--- config.mk ---
export PLATFORM = sky130hd
export DESIGN_NAME = mesi_line_ctrl
export DESIGN_NICKNAME = d
export VERILOG_FILES = /design/src/rtl/mesi_pkg.sv /design/src/rtl/cl_state_array.sv /design/src/rtl/cl_req_decode.sv /design/src/rtl/cl_snoop_unit.sv /design/src/rtl/mesi_line_ctrl.sv
export SDC_FILE = /design/constraint.sdc
export NUM_CORES = 1
export LEC_CHECK = 0
export ABC_AREA = 1
export BUFFER_PORTS_ARGS = -buffer_cell sky130_fd_sc_hd__buf_2
export CAP_MARGIN = 15
export CELL_PAD_IN_SITES_DETAIL_PLACEMENT = 1
export CELL_PAD_IN_SITES_GLOBAL_PLACEMENT = 1
export CORE_MARGIN = 2
export CORE_UTILIZATION = 43
export DETAILED_ROUTE_END_ITERATION = 12
export GPL_ROUTABILITY_DRIVEN = 0
export PLACE_DENSITY = 0.83
export SLEW_MARGIN = 20
export SYNTH_ARGS = -nofsm -noshare
export SYNTH_HDL_FRONTEND = slang
export SYNTH_SLANG_ARGS = --single-unit
--- constraint.sdc ---
create_clock -name clk -period 4.2 [get_ports clk]
set_input_delay 0.42 -clock clk [delete_from_list [all_inputs] [get_ports clk]]
set_output_delay 0.42 -clock clk [all_outputs]
set_load 0.02 [all_outputs]
--- src/rtl/mesi_pkg.sv ---
package mesi_pkg;

    typedef enum logic [1:0] {
        LS_I = 2'b00,
        LS_S = 2'b01,
        LS_E = 2'b10,
        LS_M = 2'b11
    } lstate_t;

    typedef enum logic [3:0] {
        TX_NONE    = 4'd0,
        TX_RD_LINE = 4'd1,
        TX_RD_PART = 4'd2,
        TX_RD_LOCK = 4'd3,
        TX_WR_LINE = 4'd4,
        TX_WR_PART = 4'd5,
        TX_WR_LOCK = 4'd6,
        TX_RD_INV  = 4'd7,
        TX_INV0    = 4'd8
    } txn_t;

    // State after a snoop from another agent; deferral plays no part.
    function automatic lstate_t snoop_next(lstate_t cur, logic inv);
        if (cur == LS_I) return LS_I;
        return inv ? LS_I : LS_S;
    endfunction

    // State after the snoop result of an own transaction is applied.
    function automatic lstate_t reply_next(txn_t kind, lstate_t cur,
                                           logic hit, logic hitm);
        case (kind)
            TX_RD_LINE: return (hit || hitm) ? LS_S : LS_E;
            TX_RD_INV:  return LS_M;
            TX_WR_LINE: return LS_I;
            TX_INV0:    begin
                if (cur == LS_I) return hitm ? LS_M : LS_I;
                return LS_M;
            end
            default:    return cur;
        endcase
    endfunction

endpackage

--- src/rtl/cl_state_array.sv ---
module cl_state_array
    import mesi_pkg::*;
#(
    parameter int NLINES = 8,
    localparam int IW = $clog2(NLINES)
) (
    input  logic          clk,
    input  logic          rst,
    input  logic          lw_en,
    input  logic [IW-1:0] lw_idx,
    input  lstate_t       lw_st,
    input  logic          sw_en,
    input  logic [IW-1:0] sw_idx,
    input  lstate_t       sw_st,
    input  logic [IW-1:0] ra_idx,
    output lstate_t       ra_st,
    input  logic [IW-1:0] rb_idx,
    output lstate_t       rb_st,
    input  logic [IW-1:0] rc_idx,
    output lstate_t       rc_st
);

    lstate_t st_q [NLINES];

    generate
        for (genvar g = 0; g < NLINES; g++) begin : g_line
            always_ff @(posedge clk) begin
                if (rst)
                    st_q[g] <= LS_I;
                else if (sw_en && sw_idx == IW'(g))
                    st_q[g] <= sw_st;     // snoop wins over local update
                else if (lw_en && lw_idx == IW'(g))
                    st_q[g] <= lw_st;
            end
        end
    endgenerate

    function automatic lstate_t rd(logic [IW-1:0] i);
        if (int'(i) >= NLINES) return LS_I;
        return st_q[i];
    endfunction

    assign ra_st = rd(ra_idx);
    assign rb_st = rd(rb_idx);
    assign rc_st = rd(rc_idx);

endmodule

--- src/rtl/cl_req_decode.sv ---
module cl_req_decode
    import mesi_pkg::*;
#(
    parameter int LINE_BYTES = 32,
    parameter int LOCK_MAX   = 8,
    localparam int LENW = $clog2(LINE_BYTES) + 1
) (
    input  logic            write,
    input  logic            evict,
    input  logic            lock,
    input  logic            rfo,
    input  logic [LENW-1:0] len,
    input  lstate_t         cur,
    output txn_t            kind,
    output logic            silent_up
);

    localparam logic [LENW-1:0] FULL_LEN = LENW'(LINE_BYTES);
    localparam logic [LENW-1:0] LOCK_LIM = LENW'(LOCK_MAX);

    logic full;
    assign full = (len >= FULL_LEN);

    always_comb begin
        kind      = TX_NONE;
        silent_up = 1'b0;
        if (lock) begin
            if (len <= LOCK_LIM) kind = write ? TX_WR_LOCK : TX_RD_LOCK;
        end else if (evict) begin
            if (cur == LS_M) kind = TX_WR_LINE;
        end else if (write) begin
            case (cur)
                LS_E:    silent_up = 1'b1;
                LS_S:    kind = TX_INV0;
                LS_I:    kind = full ? TX_WR_LINE : TX_WR_PART;
                default: kind = TX_NONE;
            endcase
        end else if (cur == LS_I) begin
            if (rfo)       kind = TX_RD_INV;
            else if (full) kind = TX_RD_LINE;
            else           kind = TX_RD_PART;
        end
    end

    // locked traffic never exceeds the lock byte limit
    always_comb begin
        p_lock_len_r5: assert (!((kind == TX_RD_LOCK) || (kind == TX_WR_LOCK)) || (len <= LOCK_LIM));
    end

endmodule

--- src/rtl/cl_snoop_unit.sv ---
module cl_snoop_unit
    import mesi_pkg::*;
(
    input  logic    clk,
    input  logic    rst,
    input  logic    snp_valid,
    input  logic    snp_inv,
    input  lstate_t cur,
    output logic    sw_en,
    output lstate_t sw_st,
    output logic    snp_hit,
    output logic    snp_hitm,
    output logic    iwb_req
);

    assign sw_en = snp_valid && (cur != LS_I);
    assign sw_st = snoop_next(cur, snp_inv);

    always_ff @(posedge clk) begin
        if (rst) begin
            snp_hit  <= 1'b0;
            snp_hitm <= 1'b0;
            iwb_req  <= 1'b0;
        end else begin
            snp_hit  <= snp_valid && (cur != LS_I);
            snp_hitm <= snp_valid && (cur == LS_M);
            iwb_req  <= snp_valid && (cur == LS_M);
        end
    end

    // a modified hit is always also a hit
    p_hitm_is_hit_r9: assert property (@(posedge clk) disable iff (rst)
        snp_hitm |-> snp_hit);

    // writeback requested exactly on snoop of a Modified line
    p_iwb_on_modified_r9: assert property (@(posedge clk) disable iff (rst)
        (snp_valid && cur == LS_M) |=> iwb_req);

endmodule

--- src/rtl/mesi_line_ctrl.sv ---
module mesi_line_ctrl
    import mesi_pkg::*;
#(
    parameter int NLINES     = 8,
    parameter int LINE_BYTES = 32,
    parameter int LOCK_MAX   = 8,
    localparam int IW   = $clog2(NLINES),
    localparam int LENW = $clog2(LINE_BYTES) + 1
) (
    input  logic            clk,
    input  logic            rst,
    input  logic            req_valid,
    input  logic            req_write,
    input  logic            req_evict,
    input  logic            req_lock,
    input  logic            req_rfo,
    input  logic [IW-1:0]   req_idx,
    input  logic [LENW-1:0] req_len,
    output logic            busy,
    output logic            txn_valid,
    output logic [3:0]      txn_type,
    input  logic            res_valid,
    input  logic            res_defer,
    input  logic            res_hit,
    input  logic            res_hitm,
    input  logic            dly_valid,
    output logic            full_fill,
    input  logic            snp_valid,
    input  logic            snp_inv,
    input  logic [IW-1:0]   snp_idx,
    output logic            snp_hit,
    output logic            snp_hitm,
    output logic            iwb_req
);

    typedef struct packed {
        txn_t          kind;
        logic [IW-1:0] idx;
        logic          deferred;
    } pend_t;

    pend_t   pend_q;
    logic    busy_q;
    logic    txv_q;
    txn_t    txt_q;
    logic    fill_q;

    lstate_t req_st, snp_st, pend_st, lw_st;
    lstate_t sw_st;
    logic    sw_en, lw_en;
    txn_t    dec_kind;
    logic    silent_up;

    logic req_go, defer_hold, apply;

    cl_state_array #(.NLINES(NLINES)) u_arr (
        .clk    (clk),
        .rst    (rst),
        .lw_en  (lw_en),
        .lw_idx (apply ? pend_q.idx : req_idx),
        .lw_st  (lw_st),
        .sw_en  (sw_en),
        .sw_idx (snp_idx),
        .sw_st  (sw_st),
        .ra_idx (req_idx),
        .ra_st  (req_st),
        .rb_idx (snp_idx),
        .rb_st  (snp_st),
        .rc_idx (pend_q.idx),
        .rc_st  (pend_st)
    );

    cl_req_decode #(.LINE_BYTES(LINE_BYTES), .LOCK_MAX(LOCK_MAX)) u_dec (
        .write     (req_write),
        .evict     (req_evict),
        .lock      (req_lock),
        .rfo       (req_rfo),
        .len       (req_len),
        .cur       (req_st),
        .kind      (dec_kind),
        .silent_up (silent_up)
    );

    cl_snoop_unit u_snp (
        .clk       (clk),
        .rst       (rst),
        .snp_valid (snp_valid),
        .snp_inv   (snp_inv),
        .cur       (snp_st),
        .sw_en     (sw_en),
        .sw_st     (sw_st),
        .snp_hit   (snp_hit),
        .snp_hitm  (snp_hitm),
        .iwb_req   (iwb_req)
    );

    assign req_go     = req_valid && !busy_q;
    assign defer_hold = busy_q && res_valid && !pend_q.deferred && res_defer && !res_hitm;
    assign apply      = busy_q && ((res_valid && !pend_q.deferred && !(res_defer && !res_hitm))
                                   || (dly_valid && pend_q.deferred));

    assign lw_en = apply || (req_go && silent_up);
    assign lw_st = apply ? reply_next(pend_q.kind, pend_st, res_hit, res_hitm) : LS_M;

    always_ff @(posedge clk) begin
        if (rst) begin
            pend_q <= '{kind: TX_NONE, idx: '0, deferred: 1'b0};
            busy_q <= 1'b0;
            txv_q  <= 1'b0;
            txt_q  <= TX_NONE;
            fill_q <= 1'b0;
        end else begin
            txv_q  <= 1'b0;
            fill_q <= 1'b0;
            if (req_go && dec_kind != TX_NONE) begin
                busy_q      <= 1'b1;
                pend_q.kind <= dec_kind;
                pend_q.idx  <= req_idx;
                pend_q.deferred <= 1'b0;
                txv_q       <= 1'b1;
                txt_q       <= dec_kind;
            end else if (defer_hold) begin
                pend_q.deferred <= 1'b1;
            end else if (apply) begin
                busy_q          <= 1'b0;
                pend_q.deferred <= 1'b0;
                fill_q <= (pend_q.kind == TX_INV0) && (pend_st == LS_I) && res_hitm;
            end
        end
    end

    assign busy      = busy_q;
    assign txn_valid = txv_q;
    assign txn_type  = txt_q;
    assign full_fill = fill_q;

    // leaving reset nothing is outstanding or issued
    p_idle_after_reset_r1: assert property (@(posedge clk) disable iff (rst)
        $past(rst) |-> (!busy && !txn_valid));

    // a request during busy never produces a transaction
    p_single_outstanding_r13: assert property (@(posedge clk) disable iff (rst)
        (busy && req_valid) |=> !txn_valid);

    // issue is a single-cycle pulse
    p_txn_pulse_r13: assert property (@(posedge clk) disable iff (rst)
        txn_valid |=> !txn_valid);

    // deferred result without modified hit keeps the transaction open
    p_defer_holds_r10: assert property (@(posedge clk) disable iff (rst)
        (busy && res_valid && res_defer && !res_hitm && !dly_valid) |=> busy);

    // full-line accept follows only a zero-length invalidate
    p_fill_only_inv0_r12: assert property (@(posedge clk) disable iff (rst)
        full_fill |-> ($past(pend_q.kind) == TX_INV0));

endmodule

==> impl_metrics.ini <==
[floorplanning]
die_y_microns = 79.1
die_area_sq_mm = 0.00626
start_util_pct = 44.3
rows = 27
placeableCoreArea_sq_mm = 0.00547
io_pins = 36
die_w_microns = 79.1

[cts]
clock_latency_ns = 0.30
numCtsBuffers = 5
htree_levels = 2
cts_sinks = 32
tritoncts = yes
clk_pin_slew_ns = 0.08
cts_setup_buffers = 0
ctsHoldBuffers = 0
clk_path_buf_depth = 2
cts-root-buf = clkbuf_8
cts_resized = 0

[final_layout]
finalNetCount = 424
utilization_pct = 49.3
drive_above_1_share_pct = 19.3
area.growth.synth_to_final_pct = 11.2
insertedDiodeCount = 0
final_cells = 471

[placement]
port_buffers = 35
dp_slack_ns = 2.06
dpl.hpwl_microns = 5550
placed_cells = 463

[power]
seqPwrFrac_pct = 45.9
max-vdd-ir-drop_uv = 170
switching_share_pct = 34.3
pwr-share-clk_pct = 32.6
p_leak_nw = 1.42
combPwrFrac_pct = 21.5
switchingPower_mw = 0.267
p_int_mw = 0.512
power_density_mw_per_mm2 = 289

[yosys]
synth_compound_area_share_pct = 8.10
synth_nets = 395
ys_warn_count = 0
synth-simple-area-share_pct = 46.0
yosysUniqueCellTypes = 31
synth_area_leaders = edfxtp_1, nand2_1, dfxtp_1, inv_1, nand3_1
muxShareOfSynthArea_pct = 0.413
synth_area_sq_mm = 0.00242
synth-seq-area-share_pct = 33.0
yosys.area.top_type = edfxtp_1
ys_seq_elements = 32
synth_xor_area_share_pct = 0
synth_cells = 369
synth_top_family_by_area = simple AND/OR/NAND/NOR gates
synth_top_area_share_pct = 19.8
postSynthAreaPerCell_sq_um = 6.57
synthAdderAreaFrac_pct = 0

[detailed_routing]
drtPass1Iterations = 4
post-route-drc-count = 0
vias = 2484
wire_per_inst_microns = 14.9
drt_first_iter_violations = 86
drtAntennaViolNets = 0
vias_per_cell = 5.27
finalWirelength_microns = 7020

[timing]
hold_violations = 0
finalSetupViolations = 0
period_needed_ns = 2.15
setup_tns_ns = 0
layout_setup_ws_ns = 2.05
tightest_slew_ns = 0.630
fin_worst_skew_ns = 0.00741
grt_setup_unrepaired = no
fin_crit_sh_pct = 51.2
relSlewSlack_pct = 57.9
maxSlewViolCount = 0
max_clock_freq_ghz = 0.465

[critical_path]
crit_family = simple AND/OR/NAND/NOR gates
path_class = reg2reg
cp_slowest_stage_delay_ns = 0.64
cp_common_cell = nand2_1
path_depth = 11
cp_data_arrival_time_ns = 2.21
critical_path_buf_inv_count = 1
cp_max_fo = 16
r2r_cells = 11
required_ns = 4.26
cp-start-kind = flop
cp_slowest_cell = dfxtp_1
path_cells = a21oi_1, o21ai_1, nand2_1, nand2_1, nand2_1, nor2_2, a21oi_1, nor2_1, nand3_2, nand2_1, inv_1
worst_setup_path_end_kind = flop

[hold_path]
min_path_type = in2reg
hold_path_depth = 3
hold_start = res_hitm

[global_route]
grt_max_degree = 32
grt_use_total_pct = 24.1
grt_pass1_vias = 2406
grt_pass1_wl_microns = 11700
antenna_found_initial = 0
overflow = 0

[run_status]
status = finished, final reports clean

[run]
drv_cap = 0
[routing by layer]
layer / GRT usage, % / routed length [microns] / vias to the layer above / part of all wire, %
li1: - / - / 1252 / -
met1: 34.5 / 3430 / 1179 / 49
met2: 38.2 / 3250 / 47 / 46
met3: 3.41 / 259 / 6 / 3.7
met4: 6.21 / 76 / 0 / 1.1
met5: 0 / 0 / - / 0
[layout by cell type, fill, tap and decap left out, types with 2 or more instances in the layout]
| cell | count |
|---|---|
| nand4_1 | 17 |
| dfxtp_1 | 16 |
| inv_2 | 6 |
| nor2_2 | 7 |
| o211ai_1 | 5 |
| nand3_1 | 37 |
| o21ai_0 | 3 |
| clkbuf_8 | 5 |
| a21oi_1 | 8 |
| o21ai_1 | 6 |
| nand2_4 | 3 |
| nor3_1 | 5 |
| buf_2 | 35 |
| inv_1 | 52 |
| o31ai_1 | 2 |
| edfxtp_1 | 16 |
| o21ai_2 | 3 |
| nand3_2 | 9 |
| nor2_1 | 31 |
| nand2_2 | 3 |
| nand2_1 | 118 |
| o2111ai_1 | 2 |
[registers in the layout, summed over array words and instances (netlist names), named ones only]
signal and cells:
busy 1, full_fill 1, pend_q 4, txn_type 4, txn_valid 1, u_arr.st_q 16
u_snp.iwb_req 1, u_snp.snp_hit 1
[power groups by stage]
| stage | Combinational, mW | Clock, mW | Sequential (mW) |
|---|---|---|---|
| floorplan | 0.119 | 0 | 0.359 |
| global placement | 0.163 | 0 | 0.364 |
| detailed placement | 0.167 | 0 | 0.364 |
| CTS | 0.168 | 0.254 | 0.357 |
| global route | 0.189 | 0.266 | 0.360 |
| finish | 0.168 | 0.254 | 0.357 |
[cell usage after synthesis]
cell	instances
a21oi_1	8
a21oi_2	1
buf_2	2
buf_4	5
buf_6	2
clkbuf_1	4
dfxtp_1	16
edfxtp_1	16
inv_1	53
inv_2	5
mux2i_1	1
nand2_1	118
nand2_2	3
nand2_4	3
nand2_8	1
nand3_1	37
nand3_2	9
nand3b_1	1
nand4_1	17
nor2_1	31
nor2_2	7
nor3_1	5
nor3b_4	1
nor4_1	1
o2111ai_1	2
o211ai_1	5
o21ai_0	3
o21ai_1	6
o21ai_2	3
o22ai_1	1
o31ai_1	2
[area by class of cell]
type,count,area (sq um)
clock inverter,3,22.5
timing repair buffer,35,175
tap,72,90.1
sequential,32,801
inverter,58,218
multi-input combinational,266,1320
fill,774,2780
clock buffer,5,68.8
[stage by stage]
step	power [mW]	hold WS, ns	cell area (sq um)
final	0.779	0.414	2700
after global routing	0.815	0.427	2700
after CTS	0.780	0.417	2700
after detailed placement	0.531	0.474	2610
after global placement	0.526	0.464	2610
after floorplan	0.478	0.453	2420
[worst reg2reg max path, stage by stage (launching register included)]
cell	delay, ns
dfxtp_1	0.64
a21oi_1	0.14
o21ai_1	0.09
nand2_1	0.09
nand2_1	0.07
nand2_1	0.07
nor2_2	0.13
a21oi_1	0.09
nor2_1	0.12
nand3_2	0.25
nand2_1	0.16
inv_1	0.05
[cells by family (layout without fill, tap and decap cells)]
kind of cell,after synthesis,after routing
AND/OR/NAND/NOR,234,234
buffers and inverters,71,101
flip-flops,32,32
multiplexers,1,1
AO/OA/AOI/OAI,31,31
[worst paths after layout]
check	end	slack (ns)
hold reg to reg	txn_type[3]$_SDFFE_PP0P_	0.48
setup / recovery	u_arr.st_q[7][1]$_SDFFCE_PN0P_	2.05
hold / removal	full_fill$_SDFF_PP0_	0.41
setup reg to reg	u_arr.st_q[7][1]$_SDFFCE_PN0P_	2.05
Note: power is estimated with default switching activity, not from simulation.
